## src/rtl/qdac_pkg.sv

```systemverilog
package qdac_pkg;

  // Strobes from the frame control to the shift and register datapath
  typedef struct packed {
    logic shiftEn;  // take one serial bit this cycle
    logic commit;   // write the shifted frame into the addressed channel
  } qdacStrobe_t;

endpackage

```

## src/rtl/qdac_sync.sv

```systemverilog
module qdac_sync #(
  parameter int WIDTH = 5,
  parameter int STAGES = 2,
  parameter logic [WIDTH-1:0] RESET_VAL = '0
) (
  input  logic             clk,
  input  logic             rstN,
  input  logic [WIDTH-1:0] asyncIn,
  output logic [WIDTH-1:0] syncOut
);

  logic [WIDTH-1:0] stage [STAGES];

  always_ff @(posedge clk or negedge rstN) begin
    if (!rstN) stage[0] <= RESET_VAL;
    else       stage[0] <= asyncIn;
  end

  for (genvar s = 1; s < STAGES; s++) begin : g_stage
    always_ff @(posedge clk or negedge rstN) begin
      if (!rstN) stage[s] <= RESET_VAL;
      else       stage[s] <= stage[s-1];
    end
  end

  assign syncOut = stage[STAGES-1];

endmodule

```

## src/rtl/qdac_ctrl.sv

```systemverilog
module qdac_ctrl
  import qdac_pkg::*;
#(
  parameter int FRAME_W = 10
) (
  input  logic        clk,
  input  logic        rstN,
  input  logic        sclS,
  input  logic        loadS,
  input  logic        modeS,
  output qdacStrobe_t strobe,
  output logic        frameErr
);

  localparam int CNT_W = $clog2(FRAME_W + 2);
  localparam logic [CNT_W-1:0] CNT_FULL = CNT_W'(FRAME_W);
  localparam logic [CNT_W-1:0] CNT_SAT  = CNT_W'(FRAME_W + 1);

  logic             prevScl;
  logic             prevLoad;
  logic [CNT_W-1:0] bitCnt;
  logic             sclFall;
  logic             loadRise;
  logic             frameEnd;

  always_ff @(posedge clk or negedge rstN) begin
    if (!rstN) begin
      prevScl  <= 1'b1;
      prevLoad <= 1'b1;
    end else begin
      prevScl  <= sclS;
      prevLoad <= loadS;
    end
  end

  assign sclFall  = prevScl & ~sclS;
  assign loadRise = ~prevLoad & loadS;
  assign frameEnd = modeS & loadRise;

  always_comb begin
    strobe.shiftEn = modeS & sclFall & ~loadS;
    strobe.commit  = frameEnd & (bitCnt == CNT_FULL);
  end

  // Bit counter saturates one past a full frame, so "too many" stays visible
  always_ff @(posedge clk or negedge rstN) begin
    if (!rstN) begin
      bitCnt <= '0;
    end else if (!modeS || frameEnd) begin
      bitCnt <= '0;
    end else if (strobe.shiftEn && bitCnt != CNT_SAT) begin
      bitCnt <= bitCnt + 1'b1;
    end
  end

  always_ff @(posedge clk or negedge rstN) begin
    if (!rstN) frameErr <= 1'b0;
    else       frameErr <= frameEnd & (bitCnt != CNT_FULL);
  end

  // an error pulse never lasts two cycles
  a_r5_err_single: assert property (@(posedge clk) disable iff (!rstN)
    frameErr |=> !frameErr);

  // in two-wire selection no error can follow
  a_r8_mode_no_err: assert property (@(posedge clk) disable iff (!rstN)
    !modeS |=> !frameErr);

  // bits are only taken while the load line is low
  a_r2_shift_load_low: assert property (@(posedge clk) disable iff (!rstN)
    loadS |-> !strobe.shiftEn);

endmodule

```

## src/rtl/qdac_datapath.sv

```systemverilog
module qdac_datapath
  import qdac_pkg::*;
#(
  parameter int CHAN_CNT = 4,
  parameter int DATA_W = 8
) (
  input  logic                       clk,
  input  logic                       rstN,
  input  logic                       sdaS,
  input  logic                       updNS,
  input  qdacStrobe_t                strobe,
  output logic [CHAN_CNT*DATA_W-1:0] dacCode
);

  localparam int ADDR_W  = $clog2(CHAN_CNT);
  localparam int FRAME_W = ADDR_W + DATA_W;

  logic [FRAME_W-1:0] shiftReg;
  logic [ADDR_W-1:0]  frameAddr;
  logic [DATA_W-1:0]  frameData;
  logic [DATA_W-1:0]  inReg  [CHAN_CNT];
  logic [DATA_W-1:0]  outReg [CHAN_CNT];

  always_ff @(posedge clk or negedge rstN) begin
    if (!rstN)               shiftReg <= '0;
    else if (strobe.shiftEn) shiftReg <= {shiftReg[FRAME_W-2:0], sdaS};
  end

  assign frameAddr = shiftReg[FRAME_W-1 -: ADDR_W];
  assign frameData = shiftReg[DATA_W-1:0];

  for (genvar ch = 0; ch < CHAN_CNT; ch++) begin : g_chan
    always_ff @(posedge clk or negedge rstN) begin
      if (!rstN)
        inReg[ch] <= '0;
      else if (strobe.commit && frameAddr == ADDR_W'(ch))
        inReg[ch] <= frameData;
    end

    always_ff @(posedge clk or negedge rstN) begin
      if (!rstN)       outReg[ch] <= '0;
      else if (!updNS) outReg[ch] <= inReg[ch];
    end

    assign dacCode[ch*DATA_W +: DATA_W] = outReg[ch];

    // no input register moves without a good frame
    a_r4_no_write_idle: assert property (@(posedge clk) disable iff (!rstN)
      !strobe.commit |=> $stable(inReg[ch]));

    // a frame for another channel leaves this one alone
    a_r3_other_chan_kept: assert property (@(posedge clk) disable iff (!rstN)
      (strobe.commit && frameAddr != ADDR_W'(ch)) |=> $stable(inReg[ch]));

    // outputs hold while update is high
    a_r7_hold: assert property (@(posedge clk) disable iff (!rstN)
      updNS |=> $stable(outReg[ch]));

    // outputs track the input registers while update is low
    a_r6_track: assert property (@(posedge clk) disable iff (!rstN)
      !updNS |=> outReg[ch] == $past(inReg[ch]));
  end

endmodule

```

## src/rtl/qdac_serial_if.sv

```systemverilog
module qdac_serial_if
  import qdac_pkg::*;
#(
  parameter int CHAN_CNT = 4,
  parameter int DATA_W = 8,
  parameter int SYNC_STAGES = 2
) (
  input  logic                       clk,
  input  logic                       rstN,
  input  logic                       serClk,
  input  logic                       serData,
  input  logic                       loadIn,
  input  logic                       updateN,
  input  logic                       modeSel,
  output logic [CHAN_CNT*DATA_W-1:0] dacCode,
  output logic                       frameErr
);

  localparam int ADDR_W  = $clog2(CHAN_CNT);
  localparam int FRAME_W = ADDR_W + DATA_W;
  localparam int PIN_W   = 5;
  // bit order {mode, update, load, data, clock}; idle-high lines reset high
  localparam logic [PIN_W-1:0] PIN_IDLE = 5'b01101;

  logic [PIN_W-1:0] pinSync;
  qdacStrobe_t      strobe;

  qdac_sync #(
    .WIDTH(PIN_W), .STAGES(SYNC_STAGES), .RESET_VAL(PIN_IDLE)
  ) u_sync (
    .clk(clk), .rstN(rstN),
    .asyncIn({modeSel, updateN, loadIn, serData, serClk}),
    .syncOut(pinSync)
  );

  qdac_ctrl #(.FRAME_W(FRAME_W)) u_ctrl (
    .clk(clk), .rstN(rstN),
    .sclS(pinSync[0]), .loadS(pinSync[2]), .modeS(pinSync[4]),
    .strobe(strobe), .frameErr(frameErr)
  );

  qdac_datapath #(.CHAN_CNT(CHAN_CNT), .DATA_W(DATA_W)) u_dp (
    .clk(clk), .rstN(rstN),
    .sdaS(pinSync[1]), .updNS(pinSync[3]),
    .strobe(strobe), .dacCode(dacCode)
  );

endmodule

```

## config.mk

```make
export PLATFORM = sky130hd
export DESIGN_NAME = qdac_serial_if
export DESIGN_NICKNAME = d
export VERILOG_FILES = /design/src/rtl/qdac_pkg.sv /design/src/rtl/qdac_sync.sv /design/src/rtl/qdac_ctrl.sv /design/src/rtl/qdac_datapath.sv /design/src/rtl/qdac_serial_if.sv
export SDC_FILE = /design/constraint.sdc
export NUM_CORES = 1
export LEC_CHECK = 0
export BUFFER_PORTS_ARGS = -buffer_cell sky130_fd_sc_hd__buf_2
export CORE_MARGIN = 2
export CORE_UTILIZATION = 45
export CTS_CLUSTER_DIAMETER = 50
export DETAILED_ROUTE_END_ITERATION = 16
export PLACE_DENSITY = 0.6
export SLEW_MARGIN = 20
export SYNTH_ARGS = -nofsm -noshare
export SYNTH_HDL_FRONTEND = slang
export SYNTH_SLANG_ARGS = --single-unit
```

## constraint.sdc

```tcl
create_clock -name clk -period 4 [get_ports clk]
set_input_delay 0.8 -clock clk [delete_from_list [all_inputs] [get_ports clk]]
set_output_delay 0.8 -clock clk [all_outputs]
set_load 0.005 [all_outputs]
```

* Word-level counts from Yosys, hierarchy flattened
Index checks and enable logic that the tools add are counted.
Cells by class: add/subtract/negate cells 1, eq/ne operators 6, multiplexer cells 2, bitwise logic cells 10, reduce and logical (&&, ||, !) cells 9
Operators by type and width (count):
- two-way mux 4 bit | 2
- inequality test 4 bit (second input constant) | 2
- AND 1 bit | 7
- logical AND 1 bit | 5
- adder 4 x 1 -> 4 bit (second input constant) | 1
- == test 2 bit (second input constant) | 2
- == test 4 bit (second input constant) | 1
- inverter 1 bit | 3
- == test 2 x 1 -> 1 bit (second input constant) | 1
- zero test 2 bit | 1
- nonzero test 2 bit | 1
- zero test 1 bit | 1
- logical OR 1 bit | 1
Word-level totals: bits in registers 91, input port bits 7, logic and storage cells 43

* Logic depth before layout (Yosys ltp)
depth after elaboration 7, gate-level depth with buffers 6, mapped depth without buffers 5

* Hierarchy
Synthesis repeated with hierarchy kept, for this count alone.
Second synthesis, totals: cell total of the unflattened synthesis 205, area, all modules 3394.5 µm²
Modules (own cells, without submodules):
- qdac_datapath | instances 1, cells each 158, area each 2752.6 µm², sequential area each 1851.8 µm²
- qdac_ctrl | instances 1, cells each 32, area each 346.6 µm², sequential area each 177.7 µm²
- qdac_sync | instances 1, cells each 15, area each 295.3 µm², sequential area each 257.7 µm²

* Worst setup path after synthesis
No wires, ideal clock.
path kind register -> register, from reg u_sync.stage, in the netlist u_sync.syncOut[2], to reg u_dp.inReg[24] (netlist name), data arrival time 1659 ps, required time 3875 ps, path slack 2216 ps, stages on the path, launching flop included 5, cells stage by stage dfstp_2 -> nand4bb_4 -> or4_4 -> buf_6 -> mux2_4
Between the ends: word-level cells in the longest chain between the ends 4
RTL lines:
- from (decl) | RTL line qdac_sync.sv:12 | logic [WIDTH-1:0] stage [STAGES];
- from (signal, indexed assignment) | RTL line qdac_sync.sv:22 | else stage[s] <= stage[s-1];
- AND 1 bit | RTL line qdac_ctrl.sv:37 | assign loadRise = ~prevLoad & loadS;
- AND 1 bit | RTL line qdac_ctrl.sv:38 | assign frameEnd = modeS & loadRise;
- AND 1 bit | RTL line qdac_ctrl.sv:42 | strobe.commit = frameEnd & (bitCnt == CNT_FULL);
- logical AND 1 bit | RTL line qdac_datapath.sv:36 | else if (strobe.commit && frameAddr == ADDR_W'(ch))
- to (signal, indexed assignment) | RTL line qdac_datapath.sv:37 | inReg[ch] <= frameData;
- to (decl) | RTL line qdac_datapath.sv:21 | logic [DATA_W-1:0] inReg [CHAN_CNT];
No other way between the ends. A chain may end at the register's enable or synchronous reset.

* Worst setup path in the final report
from reg u_ctrl.bitCnt[0], to reg u_dp.inReg[0] (netlist name)
Between the ends: word-level cells in the longest chain between the ends 3
RTL lines:
- from (decl) | RTL line qdac_ctrl.sv:21 | logic [CNT_W-1:0] bitCnt;
- from (signal assigned) | RTL line qdac_ctrl.sv:52 | bitCnt <= bitCnt + 1'b1;
- == test 4 bit | RTL line qdac_ctrl.sv:42
- AND 1 bit | RTL line qdac_ctrl.sv:42
- logical AND 1 bit | RTL line qdac_datapath.sv:36
No other way between the ends.

==> out/results.ini <==
[status]
status=completed

[logic_synthesis]
synth_top_cell_by_area=dfrtp_1
synth_fa_ha_area_share_pct=0.728
synth_top_area_share_pct=60.4
synth_top_family_by_area=multiplexers
syn_area_um2=3440
synth-xor-area-share_pct=0
seq_area_frac_synth_pct=66.5
muxShareOfSynthArea_pct=25.7
synthSimpleGateAreaFrac_pct=5.06
synth_compound_area_share_pct=0.546
synth_warnings=0
synthDistinctLibCells=26
netlist_instances=203
ys_ff_latch=91
post_synth.cell_area_avg_um2=16.9
ys_top_cells_by_area=dfrtp_1, mux2_2, dfstp_2
syn-num-nets=212

[routing]
drtPass1Iterations=3
drc_errors=0
viasPerCell=4.98
drt-initial-drc-count=60
ant_nets=0
num_vias=1757
wl_um=5510
wire_per_inst_um=15.6

[power]
power_uw=1730
ir_worst_vdd_v=0.000231
p_leak_uw=0.00206
power_density_nw_per_um2=434

[clock_tree]
cts_buffers=9
cts_resized=0
cts.sinks=91
cts_max_path_buffers=2
clock-root-buffer=clkbuf_8
insertion_delay_ns=0.34
cts_setup_buffers=0
cts_tree=yes
clk_pin_slew_ns=0.08
cts-htree-levels=3
holdBufCountCts=0

[critical_path]
cp-end-kind=flip-flop
reg2reg_to=u_dp.inReg[0]
r2r_setup_slack_ns=2.02
critPathRequiredTime_ns=4.23
r2r_cells=5
r2r_start=u_ctrl.bitCnt[0]
cp-start-kind=flip-flop
arrival_ns=2.21
critPathKind=reg -> reg
worstPathMaxFanout=8

[timing]
final-setup-viol-count=0
max-slew-margin-rel_pct=45.2
tightest_slew_ns=0.822
post-route-period-util_pct=49.6
fin_tns_setup_ns=0
rsz0062_at_grt=no
min_period_ns=1.98
skew_ns=0.00681
max_freq_mhz=504
hold_viol=0
finalMaxSlewViolations=0

[final_layout]
drive_gt1_share_pct=56.7
antenna_cells=0
num-nets-final=258
area_growth_pct=15.8
final_util_pct=54.3
fillers=612

[flow_run]
drv_cap=0

[floorplan]
row_count=31
boundaryPins=40
initial_core_util_pct=46.9
core-area_um2=7330
die_w_um=91.4
die-area_um2=8350
die_height_um=91.4

[worst_hold_path]
hold_end=u_sync.syncOut[1]
hold_depth=0
min_from=u_sync.stage[6]
hp-class=reg -> reg

[global_route]
grtUsageTotal_pct=15.0
grt-ovfl-total=0
grt_pass1_vias=1862
grt_pass1_wl_um=9740
grt_start_max_net_pins=67
antenna_found_initial=0

[placed_design]
place_congestion=0.690
dp_hpwl_um=3580
io_buffers=39

## kinds of logic after synthesis
| family | Yosys count |
|---|---|
| fa+ha+maj | 2 |
| simple gates | 20 |
| buf+inv | 11 |
| flops | 91 |
| mux | 76 |
| compound gates | 3 |
## worst max-delay path, stage by stage, from the launching register on
cell,delay (ns)
dfrtp_1,0.43
inv_1,0.07
ha_1,0.16
nand2_1,0.17
nor3_2,0.63
mux2_2,0.41
## cell usage after synthesis
master,instances
nand4bb_4,1
mux2i_1,3
inv_1,4
mux2_4,8
dfstp_2,8
and2_1,1
clkbuf_1,2
nor3_2,1
nor4b_4,1
buf_1,3
nand3b_1,1
ha_1,2
buf_2,1
a311oi_1,1
or4_4,1
o21ai_0,2
nand3_1,5
nand2b_1,1
mux2_2,65
nand2_1,4
nand4_1,1
nor4bb_1,1
nor4_4,1
buf_6,1
dfrtp_1,83
nor2_1,1
## worst max path at each step
stage	from	end	slack (ns)	cells past startpoint
after detailed placement	u_ctrl.bitCnt[0]	u_dp.inReg[4]	2.00	5
after floorplan	u_sync.syncOut[2]	u_dp.inReg[24]	2.22	4
final	u_ctrl.bitCnt[0]	u_dp.inReg[0]	2.02	5
after global placement	u_ctrl.bitCnt[0]	u_dp.inReg[3]	2.05	5
after global routing	u_ctrl.bitCnt[0]	u_dp.inReg[5]	1.89	5
after CTS	u_ctrl.bitCnt[0]	u_dp.inReg[0]	2.00	5
## registers in the layout (all words and copies together) (netlist names)
register         flops
u_dp.shiftReg       10
u_dp.dacCode        32
u_dp.inReg          32
u_ctrl.prevScl       1
u_ctrl.prevLoad      1
u_ctrl.bitCnt        4
u_ctrl.frameErr      1
u_sync.syncOut       5
u_sync.stage         5
## layout make-up
| class | count | area, µm² | area share, % |
|---|---|---|---|
| well taps | 99 | 124 | 3.11 |
| clock buffers | 11 | 141 | 3.55 |
| inverters | 4 | 15.0 | 0.377 |
| flip-flops and latches | 91 | 2290 | 57.5 |
| clock inverters | 5 | 85.1 | 2.14 |
| multi-input cells | 101 | 1110 | 27.8 |
| repair buffers | 42 | 220 | 5.53 |
## where the power goes
group / switching, µW / total, µW / leakage [µW] / internal (µW)
Sequential: 43.1 / 990 / 0.00123 / 947
Combinational: 25.1 / 51.1 / 0.000726 / 26.0
Clock: 312 / 684 / 0.000110 / 373
## cell usage in the layout, fill, tap and decap left out, drive strengths merged
| cell | instances |
|---|---|
| nand4 | 1 |
| mux2 | 73 |
| nor4b | 1 |
| bufinv | 2 |
| nand4bb | 1 |
| ha | 2 |
| nor3 | 1 |
| nand3b | 1 |
| or4 | 1 |
| clkinvlp | 1 |
| dfstp | 8 |
| clkbuf | 11 |
| nand3 | 5 |
| nor4bb | 1 |
| nor2 | 1 |
| dfrtp | 83 |
| inv | 5 |
| nor4 | 1 |
| mux2i | 3 |
| o21ai | 2 |
| and2 | 1 |
| clkinv | 1 |
| nand2b | 1 |
| nand2 | 4 |
| buf | 42 |
| a311oi | 1 |
## routing by layer
metal	share of wire [%]	track usage (%)	vias to the layer above
li1	-	-	808
met5	0	0	-
met3	3.7	3.40	5
met1	50	22.7	911
met4	0.94	6.44	0
met2	45	20.6	33
## through the flow
stage	worst slack (ns)	cell area, µm²	std cells	hold WS, ns
2_1_floorplan	2.22	3440	203	0.331
3_3_place_gp	2.05	3750	337	0.332
3_5_place_dp	2.00	3750	337	0.338
4_1_cts	2.00	3980	353	0.358
5_1_grt	1.89	3980	353	0.368
6_report	2.02	3980	353	0.355
No activity file was read; power rests on OpenSTA's default activity.
